`config.mk`:
```
export PLATFORM = sky130hd
export DESIGN_NAME = usb_pkt_field_dec
export DESIGN_NICKNAME = d
export VERILOG_FILES = /design/src/rtl/usb_fd_pkg.sv /design/src/rtl/usb_fd_hdr.sv /design/src/rtl/usb_fd_tok.sv /design/src/rtl/usb_fd_pay.sv /design/src/rtl/usb_pkt_field_dec.sv
export SDC_FILE = /design/constraint.sdc
export NUM_CORES = 1
export LEC_CHECK = 0
export CAP_MARGIN = 20
export CELL_PAD_IN_SITES_DETAIL_PLACEMENT = 0
export CELL_PAD_IN_SITES_GLOBAL_PLACEMENT = 1
export CORE_MARGIN = 2
export CORE_UTILIZATION = 44
export DETAILED_ROUTE_END_ITERATION = 10
export DONT_BUFFER_PORTS = 1
export PLACE_DENSITY = 0.78
export RECOVER_POWER = 25
export SLEW_MARGIN = 20
export SYNTH_ARGS = -nofsm -noshare
export SYNTH_HDL_FRONTEND = slang
export SYNTH_SLANG_ARGS = --single-unit
```
`constraint.sdc`:
```
create_clock -name clk -period 2.75 [get_ports clk]
set_input_delay 0.275 -clock clk [delete_from_list [all_inputs] [get_ports clk]]
set_output_delay 0.275 -clock clk [all_outputs]
set_load 0.005 [all_outputs]
```
`src/rtl/usb_fd_pkg.sv`:
```
package usb_fd_pkg;

  localparam int SYNC_W   = 8;
  localparam int PID_W    = 8;
  localparam int HDR_W    = SYNC_W + PID_W;
  localparam int TOKCRC_W = 5;
  localparam int DATCRC_W = 16;
  localparam int ADDR_W   = 7;
  localparam int ENDP_W   = 4;
  localparam int FLD_W    = ADDR_W + ENDP_W;
  localparam int TOKBODY_W = FLD_W + TOKCRC_W;
  localparam logic [SYNC_W-1:0] SYNC_BYTE = 8'h80;

  typedef enum logic [3:0] {
    PT_OUT   = 4'd0,
    PT_IN    = 4'd1,
    PT_SOF   = 4'd2,
    PT_SETUP = 4'd3,
    PT_DATA0 = 4'd4,
    PT_DATA1 = 4'd5,
    PT_ACK   = 4'd6,
    PT_NAK   = 4'd7,
    PT_STALL = 4'd8,
    PT_NYET  = 4'd9,
    PT_BAD   = 4'd15
  } pkt_type_e;

  function automatic pkt_type_e pid_to_type(input logic [PID_W-1:0] pid);
    case (pid)
      8'hE1:   return PT_OUT;
      8'h69:   return PT_IN;
      8'hA5:   return PT_SOF;
      8'h2D:   return PT_SETUP;
      8'hC3:   return PT_DATA0;
      8'h4B:   return PT_DATA1;
      8'hD2:   return PT_ACK;
      8'h5A:   return PT_NAK;
      8'h1E:   return PT_STALL;
      8'h96:   return PT_NYET;
      default: return PT_BAD;
    endcase
  endfunction

  function automatic logic is_token(input pkt_type_e t);
    return (t == PT_OUT) || (t == PT_IN) || (t == PT_SETUP);
  endfunction

  function automatic logic is_data(input pkt_type_e t);
    return (t == PT_DATA0) || (t == PT_DATA1);
  endfunction

  function automatic logic is_hshk(input pkt_type_e t);
    return (t == PT_ACK) || (t == PT_NAK) || (t == PT_STALL) || (t == PT_NYET);
  endfunction

  // Length rule: nafter is the bit count after the identifier.
  function automatic logic len_bad(input pkt_type_e t, input logic hdr_full,
                                   input int unsigned nafter);
    if (!hdr_full)                      return 1'b1;
    if (is_token(t) || t == PT_SOF)     return nafter != TOKBODY_W;
    if (is_data(t))                     return (nafter < DATCRC_W) || (nafter % 8 != 0);
    if (is_hshk(t))                     return nafter != 0;
    return 1'b0;
  endfunction

endpackage

```
`src/rtl/usb_fd_hdr.sv`:
```
module usb_fd_hdr
  import usb_fd_pkg::*;
#(
  parameter int CNT_W = 13
)(
  input  logic             clk,
  input  logic             rst_n,
  input  logic             clr,
  input  logic             bit_vld,
  input  logic             bit_val,
  input  logic [CNT_W-1:0] bcnt,
  output logic             hdr_full,
  output logic             sync_ok,
  output logic [PID_W-1:0] pid,
  output pkt_type_e        ptype
);

  logic [HDR_W-1:0] hdr;
  logic             hdr_wr;

  assign hdr_full = (bcnt >= CNT_W'(HDR_W));
  assign hdr_wr   = bit_vld && !hdr_full;

  always_ff @(posedge clk) begin
    if (!rst_n || clr) begin
      hdr <= '0;
    end else if (hdr_wr) begin
      hdr[bcnt[$clog2(HDR_W)-1:0]] <= bit_val;
    end
  end

  assign sync_ok = (bcnt >= CNT_W'(SYNC_W)) && (hdr[SYNC_W-1:0] == SYNC_BYTE);
  assign pid     = hdr[HDR_W-1:SYNC_W];
  assign ptype   = hdr_full ? pid_to_type(pid) : PT_BAD;


  hdr_hold_chk: assert property (@(posedge clk) disable iff (!rst_n)
    (hdr_full && !clr) |=> $stable(hdr))
    else $error("header changed after it was complete");

endmodule

```
`src/rtl/usb_fd_tok.sv`:
```
module usb_fd_tok
  import usb_fd_pkg::*;
#(
  parameter int CNT_W = 13
)(
  input  logic             clk,
  input  logic             rst_n,
  input  logic             clr,
  input  logic             bit_vld,
  input  logic             bit_val,
  input  logic [CNT_W-1:0] bcnt,
  output logic [FLD_W-1:0] fld
);

  localparam int FIRST = HDR_W;
  localparam int LAST  = HDR_W + FLD_W - 1;

  logic             in_win;
  logic [CNT_W-1:0] idx;

  assign in_win = bit_vld && (bcnt >= CNT_W'(FIRST)) && (bcnt <= CNT_W'(LAST));
  assign idx    = bcnt - CNT_W'(FIRST);

  always_ff @(posedge clk) begin
    if (!rst_n || clr) begin
      fld <= '0;
    end else if (in_win) begin
      fld[idx[$clog2(FLD_W)-1:0]] <= bit_val;
    end
  end


  tok_hold_chk: assert property (@(posedge clk) disable iff (!rst_n)
    (bcnt > CNT_W'(LAST) && !clr) |=> $stable(fld))
    else $error("field bits changed outside their window");

endmodule

```
`src/rtl/usb_fd_pay.sv`:
```
module usb_fd_pay #(
  parameter int DW    = 8,
  parameter int CRC_W = 16
)(
  input  logic          clk,
  input  logic          rst_n,
  input  logic          clr,
  input  logic          pbit_vld,
  input  logic          bit_val,
  input  logic          byte_end,
  input  logic          fin,
  output logic          byte_vld,
  output logic [DW-1:0] byte_data,
  output logic          byte_last
);

  localparam int HOLD  = CRC_W / DW + 1;
  localparam int HC_W  = $clog2(HOLD + 1);

  logic [DW-1:0] asm_q;
  logic [DW-1:0] nbyte;
  logic [DW-1:0] slot [HOLD];
  logic [HC_W-1:0] hcnt;
  logic          full;
  logic          push;

  assign nbyte = {bit_val, asm_q[DW-1:1]};
  assign full  = (hcnt == HC_W'(HOLD));
  assign push  = pbit_vld && byte_end;

  always_ff @(posedge clk) begin
    if (!rst_n || clr) begin
      asm_q <= '0;
    end else if (pbit_vld) begin
      asm_q <= nbyte;
    end
  end

  generate
    for (genvar g = 0; g < HOLD; g++) begin : g_slot
      always_ff @(posedge clk) begin
        if (!rst_n || clr) begin
          slot[g] <= '0;
        end else if (push) begin
          if (full) begin
            if (g == HOLD - 1) slot[g] <= nbyte;
            else               slot[g] <= slot[(g + 1) % HOLD];
          end else if (hcnt == HC_W'(g)) begin
            slot[g] <= nbyte;
          end
        end
      end
    end
  endgenerate

  always_ff @(posedge clk) begin
    if (!rst_n || clr) begin
      hcnt <= '0;
    end else if (push && !full) begin
      hcnt <= hcnt + HC_W'(1);
    end
  end

  always_ff @(posedge clk) begin
    if (!rst_n) begin
      byte_vld  <= 1'b0;
      byte_last <= 1'b0;
      byte_data <= '0;
    end else begin
      byte_vld  <= (push && full) || (fin && full);
      byte_last <= fin && full;
      byte_data <= slot[0];
    end
  end


  last_vld_chk: assert property (@(posedge clk) disable iff (!rst_n)
    byte_last |-> byte_vld)
    else $error("last flag without a byte");


  hold_full_chk: assert property (@(posedge clk) disable iff (!rst_n)
    byte_vld |-> $past(full))
    else $error("byte released before holding line was full");

endmodule

```
`src/rtl/usb_pkt_field_dec.sv`:
```
module usb_pkt_field_dec
  import usb_fd_pkg::*;
#(
  parameter int CNT_W = 13
)(
  input  logic              clk,
  input  logic              rst_n,
  input  logic              pkt_start,
  input  logic              pkt_end,
  input  logic              bit_vld,
  input  logic              bit_val,
  output logic              pkt_done,
  output logic [3:0]        pkt_type,
  output logic [PID_W-1:0]  pid_raw,
  output logic [ADDR_W-1:0] dev_addr,
  output logic [ENDP_W-1:0] endp,
  output logic [FLD_W-1:0]  frame_no,
  output logic              sync_err,
  output logic              len_err,
  output logic              byte_vld,
  output logic [7:0]        byte_data,
  output logic              byte_last
);

  localparam logic [CNT_W-1:0] CNT_MAX = '1;

  logic [CNT_W-1:0] bcnt;
  logic             hdr_full;
  logic             sync_ok;
  logic [PID_W-1:0] pid;
  pkt_type_e        ptype;
  logic [FLD_W-1:0] fld;
  logic             pbit_vld;
  logic             byte_end;
  logic             fin;
  logic             len_bad_w;
  logic [CNT_W-1:0] nafter;

  always_ff @(posedge clk) begin
    if (!rst_n || pkt_start) begin
      bcnt <= '0;
    end else if (bit_vld && bcnt != CNT_MAX) begin
      bcnt <= bcnt + CNT_W'(1);
    end
  end

  usb_fd_hdr #(.CNT_W(CNT_W)) u_hdr (
    .clk(clk), .rst_n(rst_n), .clr(pkt_start),
    .bit_vld(bit_vld), .bit_val(bit_val), .bcnt(bcnt),
    .hdr_full(hdr_full), .sync_ok(sync_ok), .pid(pid), .ptype(ptype)
  );

  usb_fd_tok #(.CNT_W(CNT_W)) u_tok (
    .clk(clk), .rst_n(rst_n), .clr(pkt_start),
    .bit_vld(bit_vld), .bit_val(bit_val), .bcnt(bcnt), .fld(fld)
  );

  assign nafter   = hdr_full ? bcnt - CNT_W'(HDR_W) : '0;
  assign pbit_vld = bit_vld && hdr_full && is_data(ptype);
  assign byte_end = (bcnt[2:0] == 3'd7);
  assign fin      = pkt_end && is_data(ptype) && (nafter >= CNT_W'(8 + DATCRC_W))
                    && (bcnt[2:0] == 3'd0);
  assign len_bad_w = len_bad(ptype, hdr_full, int'(nafter));

  usb_fd_pay #(.DW(8), .CRC_W(DATCRC_W)) u_pay (
    .clk(clk), .rst_n(rst_n), .clr(pkt_start),
    .pbit_vld(pbit_vld), .bit_val(bit_val), .byte_end(byte_end), .fin(fin),
    .byte_vld(byte_vld), .byte_data(byte_data), .byte_last(byte_last)
  );

  always_ff @(posedge clk) begin
    if (!rst_n) begin
      pkt_done <= 1'b0;
      pkt_type <= PT_BAD;
      pid_raw  <= '0;
      dev_addr <= '0;
      endp     <= '0;
      frame_no <= '0;
      sync_err <= 1'b0;
      len_err  <= 1'b0;
    end else begin
      pkt_done <= pkt_end;
      if (pkt_end) begin
        pkt_type <= ptype;
        pid_raw  <= pid;
        dev_addr <= is_token(ptype) ? fld[ADDR_W-1:0] : '0;
        endp     <= is_token(ptype) ? fld[FLD_W-1:ADDR_W] : '0;
        frame_no <= (ptype == PT_SOF) ? fld : '0;
        sync_err <= !sync_ok;
        len_err  <= len_bad_w;
      end else begin
        sync_err <= 1'b0;
        len_err  <= 1'b0;
      end
    end
  end


  done_after_end_chk: assert property (@(posedge clk) disable iff (!rst_n)
    pkt_done |-> $past(pkt_end))
    else $error("summary without end of packet");


  tok_zero_chk: assert property (@(posedge clk) disable iff (!rst_n)
    (pkt_done && !is_token(pkt_type_e'(pkt_type))) |-> (dev_addr == '0 && endp == '0))
    else $error("token fields on a non-token packet");


  pay_type_chk: assert property (@(posedge clk) disable iff (!rst_n)
    byte_vld |-> is_data($past(ptype)))
    else $error("payload byte outside a data packet");


  err_idle_chk: assert property (@(posedge clk) disable iff (!rst_n)
    !pkt_done |-> (!sync_err && !len_err))
    else $error("error flag outside summary cycle");

endmodule

```
==> impl_results.md <==
- Maxcap violations: 0
- Gp weighted congestion: 0.865
- Critical path arrival: 2770 ps
- RSZ-0062 raised after global routing: no
- Synth-to-layout area growth: 14.2%
- Core ar.: 12,000 µm²
- Worst R2R Path Depth: 6
- Hpwl dp: 8170 µm
- Top FF cell, synth: dfxtp_1
- Sequential cell area: 2640 µm²
- Critical Path Start Type: register
- Port Buffers: 0
- Root buffer cell: clkbuf_16
- Via/cell ratio: 5.62
- Yosys cell types: 61
- Reg2Reg Capture Point: u_tok.fld[9]
- Total wire length: 12,100 µm
- Multi-input logic area: 2540 µm²
- Slew headroom: 0.555
- Actual slew at the worst max-slew pin: 663 ps
- Clock sink count: 120
- Layout filler cell count: 1,099
- Initial core utilization: 0.450
- Most frequent cells in the layout: 95 x dfxtp_1, 65 x nor2_1, 36 x nand2_1, 31 x o21ai_0, 30 x a21oi_1
- Leakage: 2.20 nW
- CTS tree: yes
- Share of cells above drive strength 1: 0.128
- Post-synth ARST share: 0
- Final #Nets: 576
- Cell Area, Synth: 5380 µm²
- Antenna Nets Post-Route: 0
- H-tree levels: 4
- Highest clock rate: 403 MHz
- Clk_skew: 7.58 ps
- DRC Markers: 0
- Register area share after synthesis: 0.491
- Final period util: 0.902
- Pre-antenna DRT Iters: 6
- Required time worst endpoint: 3040 ps
- Iter 0 DRT Violations: 306
- Worst vdd ir: 394 µV
- Die width: 115 µm
- Post-synthesis register bit count: 120
- YS warnings: 0
- Synthesized instance count: 549
- Total GRT Usage: 0.195
- Worst setup path startpoint: bcnt[5]
- Number of flops mapped to enable cells by yosys: 24
- Final setup vio count: 0
- Reg2reg setup slack: 270 ps
- Period minus WS final: 2480 ps
- Vias in the first global route: 3,751
- Final hold violation count: 0
- Clock latency on the worst-skew pair: 410 ps
- Syn Nets: 567
- Worst Setup End Kind: register
- Max Slew Vio Count: 0
- Syn_area_per_cell: 9.81 µm²
- Status: completed
- N_diodes: 0
- Drt wl/cell: 16.8 µm
- Cell Rows: 40
- CP endpoint: u_tok.fld[9]
- GRT overflow: 0
- Hold WC Path Type: in2reg
- CTS Buf Count: 17
- First-pass GRT wire length: 19,800 µm
- Power Total: 3.88 mW
- Clk buf depth: 2
- Largest net degree at the start of global routing: 29
- CP Class: reg2reg
- Crit path max fanout: 14
- Reg-to-Reg Start: bcnt[5]
- Initial antenna violation count: 0
- PwrDens: 631 nW/µm²
- I/O pins: 53
- Die H: 115 µm
- Most common library cell in the layout ignoring fill and taps: dfxtp_1
- Hold Slack: 19.5 ps
- Clk pin slew, worst setup/hold paths: 60 ps
- DR vias: 4,038
- Die area: 13,100 µm²
-- flip-flops by register name, summed over array words and instances (netlist names) --
name,count
bcnt,13
dev_addr,7
endp,4
frame_no,11
len_err,1
pid_raw,8
pkt_done,1
pkt_type,4
sync_err,1
u_hdr.hdr,16
u_pay.asm_q,7
u_pay.byte_data,8
u_pay.byte_last,1
u_pay.byte_vld,1
u_pay.hcnt,2
u_pay.slot,24
u_tok.fld,11
-- worst min-delay path by stage --
stage | slack, ps | cells past startpoint | endpoint | startpoint
6_report | 20 | 2 | pkt_type[2] | pkt_end
5_1_grt | 20 | 2 | u_tok.fld[6] | bit_val
4_1_cts | 0.2 | 2 | pkt_type[2] | pkt_end
3_5_place_dp | 350 | 1 | pkt_type[1] | rst_n
3_3_place_gp | 340 | 1 | pkt_type[2] | rst_n
2_1_floorplan | 400 | 1 | pid_raw[0] | rst_n
-- routing by layer --
metal / GRT usage / part of all wire / routed length (µm) / up-vias
li1: - / - / - / 1994
met4: 0.0675 / 0.011 / 129 / 0
met5: 0 / 0 / 0 / -
met1: 0.258 / 0.47 / 5650 / 1940
met2: 0.300 / 0.47 / 5660 / 94
met3: 0.0646 / 0.051 / 619 / 10
-- Yosys cell counts (all sizes together) (9+ instances only) --
master  count  area share
xor2        9       0.015
dfxtp      96        0.36
o21ai      34       0.032
buf        14       0.019
clkbuf     21       0.015
nor2       65       0.045
and2       17       0.020
a22oi      16       0.022
a22o       22       0.036
ha         12       0.028
nand2      37       0.026
nand3      13       0.014
nor2b      17       0.020
edfxtp     24        0.13
mux2i      22       0.041
inv        10      0.0070
nand4      19       0.028
a21oi      30       0.028
-- through the flow --
step	setup TNS, ps	utilization	cells	setup slack, ps	cell area [µm²]
finish	0	0.514	718	269	6150
global placement	0	0.463	680	57.6	5540
detailed placement	-77.1	0.463	680	-77.1	5540
global route	0	0.514	718	144	6150
CTS	0	0.513	718	15.5	6130
floorplan	0	-	549	185	5380
-- where the power goes --
| group | total, mW | leakage [nW] | internal [mW] | switching, mW |
|---|---|---|---|---|
| sequential | 1.83 | 1.04 | 1.82 | 0.00917 |
| combinational | 0.0915 | 0.911 | 0.0312 | 0.0603 |
| clock | 1.95 | 0.250 | 1.15 | 0.809 |
-- logic make-up (layout without fill, tap and decap cells) --
family / count (synthesis) / in the layout / synth area share
compound gates: 125 / 125 / 0.159
xor+xnor: 15 / 15 / 0.0258
fa+ha+maj: 12 / 12 / 0.0279
buf+inv: 45 / 67 / 0.0404
flops: 120 / 120 / 0.491
mux: 22 / 22 / 0.0409
simple gates: 210 / 210 / 0.215
-- worst max-delay path, stage by stage, from the launching register on --
cell,delay [ps]
dfxtp_1,420
or4_4,590
a311o_1,380
a211oi_4,510
nand2_1,170
o21ai_0,200
a21oi_1,80
-- timing repair --
action	in CTS	in global routing
resized for setup	1	2
hold endpoints to repair	36	0
setup buffers	0	0
hold buffers	6	0
endpoints found under the setup margin	1	1
-- layout make-up --
type                            instances  area share
Clock buffer                           17      0.0692
Clock inverter                         15      0.0175
Inverter                               10     0.00611
Multi-Input combinational cell        384       0.414
Sequential cell                       120       0.430
Tap cell                              147      0.0299
Timing Repair Buffer                   25      0.0330
(Power assumes the default switching activity.)
